[config.mk]
export PLATFORM = sky130hd
export DESIGN_NAME = maxwt_out_arbiter
export DESIGN_NICKNAME = d
export VERILOG_FILES = /design/src/rtl/mwarb_pkg.sv /design/src/rtl/mwarb_node.sv /design/src/rtl/mwarb_tree.sv /design/src/rtl/mwarb_grant.sv /design/src/rtl/maxwt_out_arbiter.sv
export SDC_FILE = /design/constraint.sdc
export NUM_CORES = 1
export LEC_CHECK = 0
export BUFFER_PORTS_ARGS = -buffer_cell sky130_fd_sc_hd__buf_2
export CAP_MARGIN = 20
export CORE_UTILIZATION = 54
export CTS_CLUSTER_SIZE = 8
export DETAILED_ROUTE_END_ITERATION = 16
export PLACE_DENSITY_LB_ADDON = 0.25
export RECOVER_POWER = 50
export SLEW_MARGIN = 20
export SYNTH_ARGS = -nofsm -noshare
export SYNTH_HDL_FRONTEND = slang
export SYNTH_SLANG_ARGS = --single-unit
[constraint.sdc]
create_clock -name clk -period 4.9 [get_ports clk]
set_clock_uncertainty 0.1 [all_clocks]
set_input_delay 0.735 -clock clk [delete_from_list [all_inputs] [get_ports clk]]
set_output_delay 0.735 -clock clk [all_outputs]
set_load 0.01 [all_outputs]
[src/rtl/mwarb_pkg.sv]
package mwarb_pkg;
   localparam int unsigned WT_MAX    = 8;
   localparam int unsigned PORTS_MIN = 4;
   localparam int unsigned PORTS_MAX = 16;
   localparam int unsigned WT_MIN    = 4;

   // Left operand is kept on equal weight, so the lower input index survives.
   function automatic logic left_wins(input logic l_vld, input logic r_vld,
                                      input logic [WT_MAX-1:0] l_wt,
                                      input logic [WT_MAX-1:0] r_wt);
      return l_vld && (!r_vld || (l_wt >= r_wt));
   endfunction
endpackage

[src/rtl/mwarb_node.sv]
module mwarb_node #(
   parameter int unsigned WT_W  = 4,
   parameter int unsigned IDX_W = 2
) (
   input  logic             clk,
   input  logic             rst_n,
   input  logic             l_vld,
   input  logic [WT_W-1:0]  l_wt,
   input  logic [IDX_W-1:0] l_idx,
   input  logic             r_vld,
   input  logic [WT_W-1:0]  r_wt,
   input  logic [IDX_W-1:0] r_idx,
   output logic             y_vld,
   output logic [WT_W-1:0]  y_wt,
   output logic [IDX_W-1:0] y_idx
);
   import mwarb_pkg::*;

   logic take_l;

   always_comb take_l = left_wins(l_vld, r_vld, WT_MAX'(l_wt), WT_MAX'(r_wt));

   always_ff @(posedge clk) begin
      if (!rst_n) begin
         y_vld <= 1'b0;
         y_wt  <= '0;
         y_idx <= '0;
      end else begin
         y_vld <= l_vld | r_vld;
         y_wt  <= take_l ? l_wt  : r_wt;
         y_idx <= take_l ? l_idx : r_idx;
      end
   end

   p_pair_max_r1: assert property (@(posedge clk) disable iff (!rst_n)
      (l_vld && r_vld) |=> (y_wt >= $past(l_wt)) && (y_wt >= $past(r_wt)));

   p_tie_low_r2: assert property (@(posedge clk) disable iff (!rst_n)
      (l_vld && r_vld && (l_wt == r_wt)) |=> (y_idx == $past(l_idx)));

   p_idle_pair_r5: assert property (@(posedge clk) disable iff (!rst_n)
      (!l_vld && !r_vld) |=> !y_vld);
endmodule

[src/rtl/mwarb_tree.sv]
module mwarb_tree #(
   parameter int unsigned N_PORTS = 4,
   parameter int unsigned WT_W    = 4
) (
   input  logic                        clk,
   input  logic                        rst_n,
   input  logic [N_PORTS-1:0]          leaf_vld,
   input  logic [N_PORTS*WT_W-1:0]     leaf_wt,
   output logic                        win_vld,
   output logic [$clog2(N_PORTS)-1:0]  win_idx
);
   localparam int unsigned IDX_W = $clog2(N_PORTS);
   localparam int unsigned LVLS  = IDX_W;
   localparam int unsigned NODES = 2*N_PORTS - 1;
   localparam int unsigned FIRST_LEAF = N_PORTS - 1;

   // Heap layout: node j has children 2j+1 (left, lower inputs) and 2j+2.
   logic [NODES-1:0] h_vld;
   logic [WT_W-1:0]  h_wt  [NODES];
   logic [IDX_W-1:0] h_idx [NODES];

   for (genvar i = 0; i < N_PORTS; i++) begin : g_leaf
      assign h_vld[FIRST_LEAF+i] = leaf_vld[i];
      assign h_wt[FIRST_LEAF+i]  = leaf_wt[i*WT_W +: WT_W];
      assign h_idx[FIRST_LEAF+i] = IDX_W'(i);
   end

   for (genvar j = 0; j < FIRST_LEAF; j++) begin : g_node
      mwarb_node #(.WT_W(WT_W), .IDX_W(IDX_W)) u_node (
         .clk   (clk),
         .rst_n (rst_n),
         .l_vld (h_vld[2*j+1]),
         .l_wt  (h_wt[2*j+1]),
         .l_idx (h_idx[2*j+1]),
         .r_vld (h_vld[2*j+2]),
         .r_wt  (h_wt[2*j+2]),
         .r_idx (h_idx[2*j+2]),
         .y_vld (h_vld[j]),
         .y_wt  (h_wt[j]),
         .y_idx (h_idx[j])
      );
   end

   assign win_vld = h_vld[0];
   assign win_idx = h_idx[0];

   for (genvar i = 0; i < N_PORTS; i++) begin : g_chk
      p_root_max_r1: assert property (@(posedge clk) disable iff (!rst_n)
         $past(leaf_vld[i], LVLS) |->
            (win_vld && (h_wt[0] >= $past(leaf_wt[i*WT_W +: WT_W], LVLS))));
   end
endmodule

[src/rtl/mwarb_grant.sv]
module mwarb_grant #(
   parameter int unsigned N_PORTS = 4
) (
   input  logic                                clk,
   input  logic                                rst_n,
   input  logic                                slot_d,
   input  logic [N_PORTS-1:0]                  req_d,
   input  logic [N_PORTS*N_PORTS-1:0]          mask_d,
   input  logic [N_PORTS-1:0]                  win_vld,
   input  logic [N_PORTS*$clog2(N_PORTS)-1:0]  win_idx,
   output logic [N_PORTS-1:0]                  grant,
   output logic                                grant_vld
);
   localparam int unsigned IDX_W = $clog2(N_PORTS);

   logic [N_PORTS-1:0] grant_nxt;

   always_comb begin
      for (int i = 0; i < N_PORTS; i++) begin
         grant_nxt[i] = slot_d && req_d[i] && (|mask_d[i*N_PORTS +: N_PORTS]);
         for (int o = 0; o < N_PORTS; o++) begin
            if (mask_d[i*N_PORTS+o] &&
                !(win_vld[o] && (win_idx[o*IDX_W +: IDX_W] == IDX_W'(i))))
               grant_nxt[i] = 1'b0;
         end
      end
   end

   always_ff @(posedge clk) begin
      if (!rst_n) begin
         grant     <= '0;
         grant_vld <= 1'b0;
      end else begin
         grant     <= grant_nxt;
         grant_vld <= slot_d;
      end
   end

   for (genvar o = 0; o < N_PORTS; o++) begin : g_col
      logic [N_PORTS-1:0] col;
      for (genvar i = 0; i < N_PORTS; i++) begin : g_bit
         assign col[i] = mask_d[i*N_PORTS+o];
      end
      p_one_per_out_r3: assert property (@(posedge clk) disable iff (!rst_n)
         slot_d |=> $onehot0(grant & $past(col)));
   end

   p_quiet_r4: assert property (@(posedge clk) disable iff (!rst_n)
      !grant_vld |-> (grant == '0));

   p_need_req_r5: assert property (@(posedge clk) disable iff (!rst_n)
      slot_d |=> ((grant & ~$past(req_d)) == '0));
endmodule

[src/rtl/maxwt_out_arbiter.sv]
module maxwt_out_arbiter #(
   parameter int unsigned N_PORTS = 4,
   parameter int unsigned WT_W    = 4
) (
   input  logic                       clk,
   input  logic                       rst_n,
   input  logic                       slot_start,
   input  logic [N_PORTS-1:0]         req_vld,
   input  logic [N_PORTS*WT_W-1:0]    req_wt,
   input  logic [N_PORTS*N_PORTS-1:0] req_mask,
   output logic [N_PORTS-1:0]         grant,
   output logic                       grant_vld
);
   import mwarb_pkg::*;

   localparam int unsigned IDX_W = $clog2(N_PORTS);
   localparam int unsigned LVLS  = IDX_W;
   localparam int unsigned LAT   = LVLS + 2;
   localparam int unsigned MW    = N_PORTS*N_PORTS;

   if ((N_PORTS < PORTS_MIN) || (N_PORTS > PORTS_MAX) ||
       ((N_PORTS & (N_PORTS-1)) != 0)) begin : g_bad_ports
      $error("N_PORTS must be a power of two in the allowed range");
   end
   if ((WT_W < WT_MIN) || (WT_W > WT_MAX)) begin : g_bad_wt
      $error("WT_W outside the allowed range");
   end

   // Stage 0: sample the slot.
   logic                    s0_slot;
   logic [N_PORTS-1:0]      s0_req;
   logic [N_PORTS*WT_W-1:0] s0_wt;
   logic [MW-1:0]           s0_mask;

   always_ff @(posedge clk) begin
      if (!rst_n) begin
         s0_slot <= 1'b0;
         s0_req  <= '0;
         s0_wt   <= '0;
         s0_mask <= '0;
      end else begin
         s0_slot <= slot_start;
         s0_req  <= slot_start ? req_vld  : '0;
         s0_wt   <= slot_start ? req_wt   : '0;
         s0_mask <= slot_start ? req_mask : '0;
      end
   end

   // One comparison tree per output.
   logic [N_PORTS-1:0]       win_vld;
   logic [N_PORTS*IDX_W-1:0] win_idx;

   for (genvar o = 0; o < N_PORTS; o++) begin : g_out
      logic [N_PORTS-1:0] leaf_vld;
      for (genvar i = 0; i < N_PORTS; i++) begin : g_leaf
         assign leaf_vld[i] = s0_req[i] & s0_mask[i*N_PORTS+o];
      end
      mwarb_tree #(.N_PORTS(N_PORTS), .WT_W(WT_W)) u_tree (
         .clk      (clk),
         .rst_n    (rst_n),
         .leaf_vld (leaf_vld),
         .leaf_wt  (s0_wt),
         .win_vld  (win_vld[o]),
         .win_idx  (win_idx[o*IDX_W +: IDX_W])
      );
   end

   // Request and mask ride alongside the tree.
   logic               d_slot [LVLS+1];
   logic [N_PORTS-1:0] d_req  [LVLS+1];
   logic [MW-1:0]      d_mask [LVLS+1];

   assign d_slot[0] = s0_slot;
   assign d_req[0]  = s0_req;
   assign d_mask[0] = s0_mask;

   for (genvar d = 1; d <= LVLS; d++) begin : g_dly
      always_ff @(posedge clk) begin
         if (!rst_n) begin
            d_slot[d] <= 1'b0;
            d_req[d]  <= '0;
            d_mask[d] <= '0;
         end else begin
            d_slot[d] <= d_slot[d-1];
            d_req[d]  <= d_req[d-1];
            d_mask[d] <= d_mask[d-1];
         end
      end
   end

   mwarb_grant #(.N_PORTS(N_PORTS)) u_grant (
      .clk       (clk),
      .rst_n     (rst_n),
      .slot_d    (d_slot[LVLS]),
      .req_d     (d_req[LVLS]),
      .mask_d    (d_mask[LVLS]),
      .win_vld   (win_vld),
      .win_idx   (win_idx),
      .grant     (grant),
      .grant_vld (grant_vld)
   );

   p_latency_r4: assert property (@(posedge clk) disable iff (!rst_n)
      slot_start |-> ##LAT grant_vld);

   p_no_spurious_r9: assert property (@(posedge clk) disable iff (!rst_n)
      grant_vld |-> $past(slot_start, LAT));
endmodule

After elaboration in Yosys (flattened, before gate mapping)
Index checks and enable logic that the tools add are counted.

storage, ports and cells
  register bits after elaboration = 152
  bits in latches = 0
  bits in writable memories = 0
  ROM bits = 0
  input bits = 39
  output and inout port bits = 5
  logic and storage cells = 219
  memories = 0

cells by class
  add/sub/neg operators = 0
  multiply operators = 0
  div/mod/pow operators = 0
  order comparisons = 6
  equality and inequality tests = 12
  shift operators = 0
  mux-type cells = 20
  bitwise operators = 29
  reductions and logical operators = 105

operators with widths
  operator                                              number
  logical AND 1 bit                                     52
  two-way mux 4 bit                                     8
  logical NOT 1 bit                                     28
  >= comparator 4 bit                                   6
  OR reduction 5 bit                                    4
  bitwise AND 1 bit                                     16
  equality test 2 bit (second input constant)           8
  OR reduction 4 bit                                    4
  logical OR 1 bit                                      12
  bitwise OR 1 bit                                      12
  equality test 2 x 1 -> 1 bit (second input constant)  4
  logical NOT 2 bit                                     4
  two-way mux 1 bit                                     8
  two-way mux 2 bit                                     4
  AND reduction 2 bit                                   1
  NOT 1 bit                                             1

Longest topological paths before layout
  depth in word-level cells = 5
  depth in mapped cells = 6
  gate-level depth less buffers = 6

By module
Synthesis repeated with hierarchy kept, for this count alone.

unflattened totals
  cells, all modules = 767
  area, all modules = 7255.7 sq um

by module, submodules not included
  module             instances  cells each  area an instance (sq um)  sequential area each (sq um)
  mwarb_node         12         44          384.1                     140.1
  maxwt_out_arbiter  1          185         2263.4                    1581.5
  mwarb_grant        1          46          352.8                     100.1
  mwarb_tree         4          2           7.5                       0.0

Worst setup path after synthesis
OpenSTA, ideal clock, no wires.

  path type = register to register
  start = reg s0_wt[8]
  end = reg g_out[0].u_tree.g_node[2].u_node.y_wt[0]
  setup time = 0.126 ns
  arrival time = 1.528 ns
  data required time = 4.674 ns
  slack = 3.146 ns
  stages on the path, launching flop included = 7
  path buffers = 0
  clock period less this slack = 1.754 ns
  cell sequence = dfxtp_1 inv_1 ha_1 or3b_1 o2111ai_2 a31oi_4 mux2i_1

on the way
  cells in the longest elaborated chain, start to end = 4

ends and longest elaborated chain
  item                    line                     RTL
  from (decl)             maxwt_out_arbiter.sv:32  logic [N_PORTS*WT_W-1:0] s0_wt;
  from (signal assigned)  maxwt_out_arbiter.sv:44  s0_wt <= slot_start ? req_wt : '0;
  >= comparator 4 bit     mwarb_pkg.sv:11          return l_vld && (!r_vld || (l_wt >= r_wt));
  logical OR 1 bit        mwarb_pkg.sv:11
  logical AND 1 bit       mwarb_pkg.sv:11
  two-way mux 4 bit (*)   mwarb_node.sv:30         y_wt <= take_l ? l_wt : r_wt;
  to (signal assigned)    mwarb_node.sv:30
  to (decl)               mwarb_node.sv:14         output logic [WT_W-1:0] y_wt,

Every way passes the cells marked *; elsewhere a longest branch is shown, timed or not.
A chain may end at the register's enable or synchronous reset.

==> metrics.yaml <==
drt_wl_total_um: 10200
drive_gt1_frac: 0.1494
holdPathEnd: "d_mask[14]"
rsz0062_at_grt: "false"
powerDensity_mw_per_mm2: 433.8
worstHoldPathType: "reg -> reg"
antenna_found_initial: 0
gp_congestion: 0.8486
finalHoldViolCount: 0
synth_top_area_frac: 0.5570
crit_chain: "clkbuf_1 -> clkbuf_2 -> nand2_1 -> mux2i_1"
r2r_slack_ns: 2.79
worstMarginPinSlew_ns: 1.473
die_h_um: 100.2
required_ns: 5.23
synth_edf_count: 0
synth.top_cells.by_count: "dfxtp_1, nand2_1, and2_1, and3_1, mux2i_1"
crit_slowest_cell: "clkbuf_2"
slew_violations: 0
yosys_warnings: 0
start_util: 0.5613
wire_per_inst_um: 15.20
area_delta_synth_final_pct: 17.38
tns_ns: 0
grt_start_max_net_pins: 94
synth_seq_area_share: 0.5570
synth_area_leaders: "dfxtp_1, mux2i_1, ha_1"
via_per_inst: 5.127
cts_tree: "built"
clkLatencyLatePin_ns: 0.52
synth.largest_area_cell: "dfxtp_1"
cp-end-kind: "register"
synth_ff_type: "dfxtp_1"
overflow: 0
antenna_cells: 0
rows: 35
crit_path_max_incr_delay_ns: 1.16
max_freq_mhz: 309.6
dpl_cell_area_sq_mm: 0.005524
status: "completed"
dp_hpwl_um: 7257
ios: 44
ctsRootBufferMaster: "clkbuf_8"
fillCellCount: 747
die_x_um: 100.2
rr_worst_depth: 6
coreArea_sq_mm: 0.009284
finalSetupViolations: 0
synth_nets: 548
crit_type: "in -> reg"
synth_cell_type_count: 37
via_count: 3440
synthCells: 485
clk_pin_slew_ns: 0.06
hold_buffers: 0
hold_slack_ns: 0.3320
async_flop_share: 0
path_max_fanout: 93
nets: 593
fin_cells: 671
utilization: 0.6589
post-route-cell-area_sq_mm: 0.006117
hp-start: "d_mask[30]"
rr_endpoint: "g_out[1].u_tree.g_node[1].u_node.y_wt[1]"
met2WireLength_um: 4832
ys_ff_latch: 145
clockBufferDepth: 2
rr_startpoint: "s0_wt[0]"
clkSinkCount: 145
wl_met3_um: 435
placedCellCount: 640
post_cts_buffers: 0
p_leak_nw: 2.486
hold_path_depth: 1
final.min_clock_period_ns: 3.230
synth_area_per_cell_sq_um: 10.74
start_kind: "input pin"
postRouteAntennaNets: 0
yosysMostFrequentCell: "dfxtp_1"
ctsResizeCount: 0
syn-cell-area_sq_mm: 0.005211
cts_buffers: 17
grt_pass1_vias: 3509
cp.arrival_ns: 3.56
highest_layer: "met4"
ir_drop_v: 0.0002832
dr.pass1.iters: 4
min_period_over_period: 0.6592
cap_viol_max_count: 0
htree_levels: 4
drc: 0
met1_length_um: 4787
grt_util_all_layers: 0.2250
die-area_sq_mm: 0.01005
grt_pass1_wl_um: 17000
port_buffers: 43
relSlewSlack: 0.01774
drt-initial-drc-count: 136
## per-layer routing
metal	vias to the layer above	track usage
met2	75	0.3746
met1	1604	0.2857
met5	-	0
met4	0	0.07915
li1	1747	-
met3	14	0.05432
## flip-flops by register name, summed over array words and instances, names as in the netlist
signal / count
u_grant.grant_vld: 1
s0_req: 4
g_out.u_tree.g_node.u_node.y_wt: 32
d_slot: 2
d_req: 8
s0_wt: 16
g_out.u_tree.g_node.u_node.y_idx: 17
d_mask: 32
u_grant.grant: 4
g_out.u_tree.g_node.u_node.y_vld: 12
s0_mask: 16
s0_slot: 1
## cells by family after synthesis
kind of cell | count (synthesis) | share of synthesized area
mux | 33 | 0.06339
compound gates | 52 | 0.08980
simple gates | 184 | 0.1976
buf+inv | 47 | 0.03457
flops | 145 | 0.5570
fa+ha+maj | 24 | 0.05762
## critical path: cells and delay by family
kind,cells,cell delay (ns)
AND/OR/NAND/NOR,1,0.32
buffers and inverters,2,2.20
multiplexers,1,0.26
## where the power goes
part / leakage (nW) / internal, mW / switching (mW)
sequential: 1.19 / 1.22 / 0.0223
combinational: 1.01 / 0.0480 / 0.0615
clock: 0.293 / 0.828 / 0.477
total: 2.49 / 2.09 / 0.561
## cell type report
type                            count  area, sq um  share of cell area
Multi-Input combinational cell    293         2128              0.3479
Clock buffer                       19        421.7             0.06893
Tap cell                          129        161.4             0.02639
Sequential cell                   145         2903              0.4745
Inverter                           29        108.9             0.01779
Timing Repair Buffer               44        212.7             0.03477
Clock inverter                     12        181.4             0.02966
## placed cells by master (no fill, tap or decap), drive strengths merged, types with 4 or more instances in the layout
| cell | Yosys | layout |
|---|---|---|
| a21boi | 8 | 8 |
| a21oi | 5 | 5 |
| a31oi | 8 | 8 |
| and2 | 44 | 44 |
| and3 | 38 | 38 |
| buf | 3 | 37 |
| bufinv | 0 | 4 |
| clkbuf | 15 | 26 |
| clkinv | 0 | 4 |
| dfxtp | 145 | 145 |
| ha | 24 | 24 |
| inv | 29 | 32 |
| mux2i | 33 | 33 |
| nand2 | 46 | 46 |
| nand3 | 8 | 8 |
| nand3b | 8 | 8 |
| nand4 | 10 | 10 |
| nor2 | 7 | 7 |
| nor2b | 9 | 9 |
| o211ai | 5 | 5 |
| o21a | 7 | 7 |
| o21ai | 10 | 10 |
## how the worst max path moves through the flow
stage | start | end | slack, ns
after floorplan | s0_wt[8] | g_out[0].u_tree.g_node[2].u_node.y_wt[0] | 3.15
after global placement | rst_n | g_out[0].u_tree.g_node[0].u_node.y_idx[0] | 2.39
after detailed placement | rst_n | g_out[0].u_tree.g_node[0].u_node.y_idx[0] | 2.35
after CTS | s0_wt[0] | g_out[1].u_tree.g_node[1].u_node.y_wt[1] | 2.79
after global routing | rst_n | g_out[2].u_tree.g_node[1].u_node.y_wt[3] | 1.34
final | rst_n | g_out[3].u_tree.g_node[1].u_node.y_wt[3] | 1.67
## per-stage QoR
step           power (mW)  setup WS [ns]
4_1_cts             2.668          2.792
6_report            2.654          1.670
3_3_place_gp        1.369          2.387
3_5_place_dp        1.373          2.349
5_1_grt             2.738          1.345
2_1_floorplan       1.333          3.146
Power figures use the tool's default switching activity.
